`src/rtl/pts_pkg.sv`:
```
package pts_pkg;
  typedef enum logic [1:0] {
    PH_IDLE    = 2'd0,
    PH_WINDOW  = 2'd1,
    PH_RUNDOWN = 2'd2
  } phase_t;
endpackage

```
`src/rtl/pts_coarse_latch.sv`:
```
module pts_coarse_latch #(
  parameter int COARSE_W = 10
) (
  input  logic                clk,
  input  logic                rst_n,
  input  logic                load_i,
  input  logic [COARSE_W-1:0] gray_i,
  output logic [COARSE_W-1:0] gray_o
);
  logic [COARSE_W-1:0] gray_q;

  always_ff @(posedge clk or negedge rst_n) begin
    if (!rst_n)      gray_q <= '0;
    else if (load_i) gray_q <= gray_i;
  end

  assign gray_o = gray_q;

  AST_LATCH_HOLDS: assert property (@(posedge clk) disable iff (!rst_n)
    !load_i |=> $stable(gray_o));
endmodule

```
`src/rtl/pts_window_ctrl.sv`:
```
module pts_window_ctrl (
  input  logic clk,
  input  logic rst_n,
  input  logic start_i,
  output logic win_o,
  output logic close_o
);
  logic win_q;
  logic fall_seen_q;

  // records that a falling edge has occurred with the window open
  always_ff @(negedge clk or negedge rst_n) begin
    if (!rst_n) fall_seen_q <= 1'b0;
    else        fall_seen_q <= win_q;
  end

  assign close_o = win_q & fall_seen_q;

  always_ff @(posedge clk or negedge rst_n) begin
    if (!rst_n)       win_q <= 1'b0;
    else if (close_o) win_q <= 1'b0;
    else if (start_i) win_q <= 1'b1;
  end

  assign win_o = win_q;

  AST_WIN_NEEDS_FALL: assert property (@(posedge clk) disable iff (!rst_n)
    $fell(win_o) |-> $past(fall_seen_q));
  AST_WIN_ONE_PERIOD: assert property (@(posedge clk) disable iff (!rst_n)
    win_o |=> !win_o);
endmodule

```
`src/rtl/pts_rundown.sv`:
```
module pts_rundown #(
  parameter int FINE_W = 8
) (
  input  logic              clk,
  input  logic              rst_n,
  input  logic              run_i,
  input  logic              cmp_i,
  output logic [FINE_W-1:0] cnt_o,
  output logic              ovf_o,
  output logic              trip_o
);
  localparam logic [FINE_W-1:0] CNT_MAX = {FINE_W{1'b1}};

  logic [FINE_W-1:0] cnt_q;
  logic              ovf_q;

  // saturating step: returns {overflow, next}
  function automatic logic [FINE_W:0] sat_step(input logic [FINE_W-1:0] v);
    if (v == CNT_MAX) return {1'b1, CNT_MAX};
    return {1'b0, v + 1'b1};
  endfunction

  logic [FINE_W:0] step_w;
  assign step_w = sat_step(cnt_q);
  assign trip_o = run_i & cmp_i;

  always_ff @(posedge clk or negedge rst_n) begin
    if (!rst_n) begin
      cnt_q <= '0;
      ovf_q <= 1'b0;
    end else if (!run_i) begin
      cnt_q <= '0;
      ovf_q <= 1'b0;
    end else if (!cmp_i) begin
      cnt_q <= step_w[FINE_W-1:0];
      ovf_q <= ovf_q | step_w[FINE_W];
    end
  end

  assign cnt_o = cnt_q;
  assign ovf_o = ovf_q;

  AST_NO_WRAP: assert property (@(posedge clk) disable iff (!rst_n)
    (run_i && !cmp_i && cnt_q == CNT_MAX) |=> (cnt_q == CNT_MAX && ovf_q));
  AST_COUNT_STEP: assert property (@(posedge clk) disable iff (!rst_n)
    (run_i && !cmp_i && cnt_q != CNT_MAX) |=> (cnt_q == $past(cnt_q) + 1'b1));
endmodule

```
`src/rtl/pixel_tstamp_capture.sv`:
```
module pixel_tstamp_capture #(
  parameter int COARSE_W = 10,
  parameter int FINE_W   = 8
) (
  input  logic                       clk,
  input  logic                       rst_n,
  input  logic                       hit_i,
  input  logic [COARSE_W-1:0]        coarse_i,
  input  logic                       cmp_i,
  output logic                       ramp_o,
  output logic                       busy_o,
  output logic [COARSE_W+FINE_W-1:0] word_o,
  output logic                       valid_o,
  output logic                       ovf_o
);
  import pts_pkg::*;
  localparam int WORD_W = COARSE_W + FINE_W;

  function automatic logic [WORD_W-1:0] pack_word(input logic [COARSE_W-1:0] g,
                                                   input logic [FINE_W-1:0] f);
    return {g, f};
  endfunction

  phase_t              phase_q;
  logic                hit_q;
  logic                hit_rise;
  logic                start_w;
  logic                win_w;
  logic                close_w;
  logic                run_w;
  logic                trip_w;
  logic [FINE_W-1:0]   fine_w;
  logic                fine_ovf_w;
  logic [COARSE_W-1:0] coarse_w;
  logic [WORD_W-1:0]   word_q;
  logic                valid_q;
  logic                ovf_q;

  always_ff @(posedge clk or negedge rst_n) begin
    if (!rst_n) hit_q <= 1'b0;
    else        hit_q <= hit_i;
  end

  assign hit_rise = hit_i & ~hit_q;
  assign start_w  = hit_rise & (phase_q == PH_IDLE);
  assign run_w    = (phase_q == PH_RUNDOWN);

  pts_coarse_latch #(.COARSE_W(COARSE_W)) u_latch (
    .clk(clk), .rst_n(rst_n), .load_i(start_w), .gray_i(coarse_i), .gray_o(coarse_w)
  );

  pts_window_ctrl u_win (
    .clk(clk), .rst_n(rst_n), .start_i(start_w), .win_o(win_w), .close_o(close_w)
  );

  pts_rundown #(.FINE_W(FINE_W)) u_run (
    .clk(clk), .rst_n(rst_n), .run_i(run_w), .cmp_i(cmp_i),
    .cnt_o(fine_w), .ovf_o(fine_ovf_w), .trip_o(trip_w)
  );

  always_ff @(posedge clk or negedge rst_n) begin
    if (!rst_n) phase_q <= PH_IDLE;
    else begin
      case (phase_q)
        PH_IDLE:    if (start_w) phase_q <= PH_WINDOW;
        PH_WINDOW:  if (close_w) phase_q <= PH_RUNDOWN;
        PH_RUNDOWN: if (trip_w)  phase_q <= PH_IDLE;
        default:                 phase_q <= PH_IDLE;
      endcase
    end
  end

  always_ff @(posedge clk or negedge rst_n) begin
    if (!rst_n) begin
      word_q  <= '0;
      valid_q <= 1'b0;
      ovf_q   <= 1'b0;
    end else begin
      valid_q <= trip_w;
      if (trip_w) begin
        word_q <= pack_word(coarse_w, fine_w);
        ovf_q  <= fine_ovf_w;
      end
    end
  end

  assign ramp_o  = win_w;
  assign busy_o  = (phase_q != PH_IDLE);
  assign word_o  = word_q;
  assign valid_o = valid_q;
  assign ovf_o   = ovf_q;

  AST_BUSY_IGNORES_HIT: assert property (@(posedge clk) disable iff (!rst_n)
    (busy_o && hit_rise) |=> $stable(coarse_w));
  AST_VALID_PULSE: assert property (@(posedge clk) disable iff (!rst_n)
    valid_o |=> !valid_o);
  AST_VALID_FROM_TRIP: assert property (@(posedge clk) disable iff (!rst_n)
    valid_o |-> $past(run_w && cmp_i));
  AST_IDLE_NO_VALID: assert property (@(posedge clk) disable iff (!rst_n)
    (!busy_o) |=> !valid_o);
  AST_RAMP_IMPLIES_BUSY: assert property (@(posedge clk) disable iff (!rst_n)
    ramp_o |-> busy_o);
endmodule

```
`config.mk`:
```
export PLATFORM = sky130hd
export DESIGN_NAME = pixel_tstamp_capture
export DESIGN_NICKNAME = d
export VERILOG_FILES = /design/src/rtl/pts_pkg.sv /design/src/rtl/pts_coarse_latch.sv /design/src/rtl/pts_window_ctrl.sv /design/src/rtl/pts_rundown.sv /design/src/rtl/pixel_tstamp_capture.sv
export SDC_FILE = /design/constraint.sdc
export NUM_CORES = 1
export LEC_CHECK = 0
export BUFFER_PORTS_ARGS = -buffer_cell sky130_fd_sc_hd__buf_2
export CAP_MARGIN = 20
export CORE_MARGIN = 1
export CORE_UTILIZATION = 35
export DETAILED_ROUTE_END_ITERATION = 16
export GPL_ROUTABILITY_DRIVEN = 0
export PLACE_DENSITY = 0.6
export SYNTH_ARGS = -nofsm -noshare
export SYNTH_HDL_FRONTEND = slang
export SYNTH_HIERARCHICAL = 1
export SYNTH_SLANG_ARGS = --single-unit
```
`constraint.sdc`:
```
create_clock -name clk -period 1.9 [get_ports clk]
set_input_delay 0.19 -clock clk [delete_from_list [all_inputs] [get_ports clk]]
set_output_delay 0.19 -clock clk [all_outputs]
set_load 0.005 [all_outputs]
```
==> results.json <==
{
  "status": "complete, but fails checks",
  "violated_checks": "hold timing",
  "r2r_end": "phase_q[0]",
  "post_drt_via_cell_ratio": 4.74,
  "syn_area_um2": 1900,
  "cp-end-kind": "flip-flop",
  "number_of_enable_flip_flop_cells_after_synthesis": 0,
  "post_synth_top_area_share_pct": 56.8,
  "timing.max_slew.rel_slack_pct": 64.0,
  "final_util_pct": 43.8,
  "finalSetupViolations": 0,
  "max_cap_viol_count": 0,
  "n_antenna_cell": 0,
  "routed_wirelength_um": 3480,
  "global_route.usage.total_pct": 12.9,
  "power_mw": 2.76,
  "drt_iter0_markers": 54,
  "antenna_violations_before_repair": 0,
  "rrSetupSlack_ps": 9,
  "layout.cell_area.non_filler_um2": 2260,
  "synth.area.mux_share_pct": 23.5,
  "vias": 1124,
  "power.net_switching_mw": 0.760,
  "multi_input_logic_area_um2": 741,
  "hold_buffers": 0,
  "switching_share_pct": 27.6,
  "die_area_um2": 5710,
  "synth_top_family_by_area": "multiplexers",
  "synth_simple_gate_area_share_pct": 7.19,
  "worst_pin_slew_ps": 540,
  "initial_utilization_pct": 36.6,
  "cp.arrival_ps": 2070,
  "timing.final.ws_setup_ps": 8.58,
  "clockBufferDepth": 2,
  "preCtsSetupSlack_ps": -5.47,
  "cts_htree_levels": 2,
  "final_nets": 181,
  "synth.top_cells.by_count": "dfrtp_1, mux2_4, buf_6",
  "layout-drive-gt1-share_pct": 51.5,
  "place.detailed.hpwl_um": 2340,
  "r2r_start": "u_win/fall_seen_q",
  "layout.area.seq_um2": 1100,
  "post_synth_inst_count": 123,
  "die_width_um": 75.6,
  "drt-pass1-iter-count": 4,
  "async_reset_ff_share_pct": 100,
  "floorplan.core_area_um2": 5170,
  "p_leak_nw": 1.12,
  "mappedNetlistNets": 138,
  "power_density_nw_per_um2": 1220,
  "buffer_ports.inserted": 35,
  "detail_route.wl_per_cell_um": 14.7,
  "rows": 26,
  "dp.cells": 227,
  "timing.final.hold_violations": 10,
  "die_height_um": 75.6,
  "number_of_global_route_vias_before_repair": 1117,
  "cts-root-buf": "clkbuf_8",
  "first_pass_grt_wire_length_um": 5400,
  "synth_adder_area_share_pct": 0.660,
  "syn_area_per_cell_um2": 15.4,
  "ys.flop_type": "dfrtp_1",
  "worstRegToRegCells": 3,
  "cts_buffers": 5,
  "clock_sink_count": 44,
  "ys_types": 29,
  "placed_cell_area_um2": 2160,
  "ys_top_cells_by_area": "dfrtp_1, mux2_4, buf_6",
  "remaining_drc_errors": 0,
  "gr-total-overflow": 0,
  "worstSetupStartpointType": "flip-flop",
  "cp_data_required_time_ps": 2080,
  "worst_setup_hold_path_clk_slew_ps": 80,
  "drv_slew": 0,
  "p_int_mw": 2.00,
  "fin_tns_setup_ps": 0,
  "worstSkewPairLatency_ps": 290,
  "synth_most_common_cell": "dfrtp_1",
  "crit_path_max_fanout": 2,
  "postRouteAntennaNets": 0,
  "flow.area_growth_from_synthesis_pct": 19.5,
  "synth-seq-area-share_pct": 58.1,
  "synth-compound-area-share_pct": 6.80,
  "layoutNonFillerInstCount": 237,
  "power.sequential.fraction_pct": 49.8,
  "io_count": 36,
  "grt_start_max_net_pins": 44,
  "worstSetupPathType": "reg -> reg",
  "synth_xor_area_share_pct": 0,
  "share_of_power_burned_in_the_clock_network_pct": 20.9,
  "hold-worst-slack_ps": -7.47,
  "worst_ir_drop_vdd_mv": 0.354,
  "synth_warnings": 6,
  "synth.ff_latch_count": 44,
  "finClkSkew_ps": 4.22,
  "cts_tree": "built",
  "timing.hold.worst.class": "in -> async",
  "fillCellCount": 463,
  "setup_repair_after_global_routing_missed_its_margin": "yes",
  "comb_power_share_pct": 29.3,
  "synth_area_leader_cell": "dfrtp_1"
}
==> cell type report <==
class                   count  share of cell area [%]
inverters                   4                   0.663
clock inverters             3                   0.829
clock buffers               5                    3.04
well taps                  70                    3.87
multi-input cells          70                    32.7
repair buffers             41                    10.3
flip-flops and latches     44                    48.6
==> cell families after synthesis <==
kind of cell,count (synthesis)
buf+inv,9
flops,44
mux,30
simple gates,20
compound gates,19
fa+ha+maj,1
==> repair_timing <==
item,in CTS,in global routing
endpoints found under the setup margin,1,1
resized for setup,1,1
hold endpoints to repair,0,0
setup buffers,1,1
==> metal layers <==
metal | track usage, % | up-vias | wire length (um)
met1 | 15.4 | 559 | 1560
li1 | - | 530 | -
met5 | 0 | - | 0
met3 | 4.89 | 4 | 210
met2 | 21.5 | 31 | 1680
met4 | 4.32 | 0 | 29
==> sequential cells by signal, summed over array words and instances, names as in the netlist <==
signal             count
u_win/fall_seen_q      1
u_run/cnt_o            8
u_win/win_o            1
valid_o                1
hit_q                  1
u_run/ovf_o            1
word_o                18
phase_q                2
ovf_o                  1
u_latch/gray_o        10
==> layout by cell type (no fill, tap or decap) <==
cell and instances:
clkinv_2 2, or2_1 2, mux2i_1 1, nor2b_1 1, clkinv_4 1, mux2_4 29
a21boi_1 1, o21ai_1 1, dfrtp_1 43, buf_12 1, buf_2 35, nand4_1 2
and4b_2 1, a41oi_2 1, o21ai_0 3, inv_1 4, and2_4 1, and2_1 1
ha_1 1, a31oi_1 4, a211oi_1 3, nand3b_1 1, nor3b_1 1, nand2_1 1
a21oi_1 4, dfrtn_1 1, buf_4 5, nor4b_4 1, a311oi_1 2, nand2b_1 1
and3b_2 1, and3_2 1, nor2_1 3, nor3b_2 1, clkbuf_8 5, nor2_2 1
==> worst max-delay path by stage <==
| stage | cells past startpoint | end | startpoint |
|---|---|---|---|
| floorplan | 3 | phase_q[0] | u_win/fall_seen_q |
| global placement | 3 | phase_q[0] | u_win/fall_seen_q |
| detailed placement | 3 | phase_q[0] | u_win/fall_seen_q |
| CTS | 3 | phase_q[0] | u_win/fall_seen_q |
| global route | 3 | phase_q[0] | u_win/fall_seen_q |
| finish | 3 | phase_q[0] | u_win/fall_seen_q |
==> worst max-delay path, stage by stage, from the launching register on <==
cell and delay [ps]:
dfrtn_1 410, and2_4 150, nor3b_2 40, or2_1 230
==> power groups by stage <==
stage | sequential, mW | clock [mW] | combinational (mW)
2_1_floorplan | 1.36 | 0 | 0.522
4_1_cts | 1.38 | 0.597 | 0.805
5_1_grt | 1.41 | 0.633 | 0.884
6_report | 1.37 | 0.575 | 0.808
3_5_place_dp | 1.39 | 0 | 0.777
3_3_place_gp | 1.37 | 0 | 0.759
Note: power is estimated with default switching activity, not from simulation.
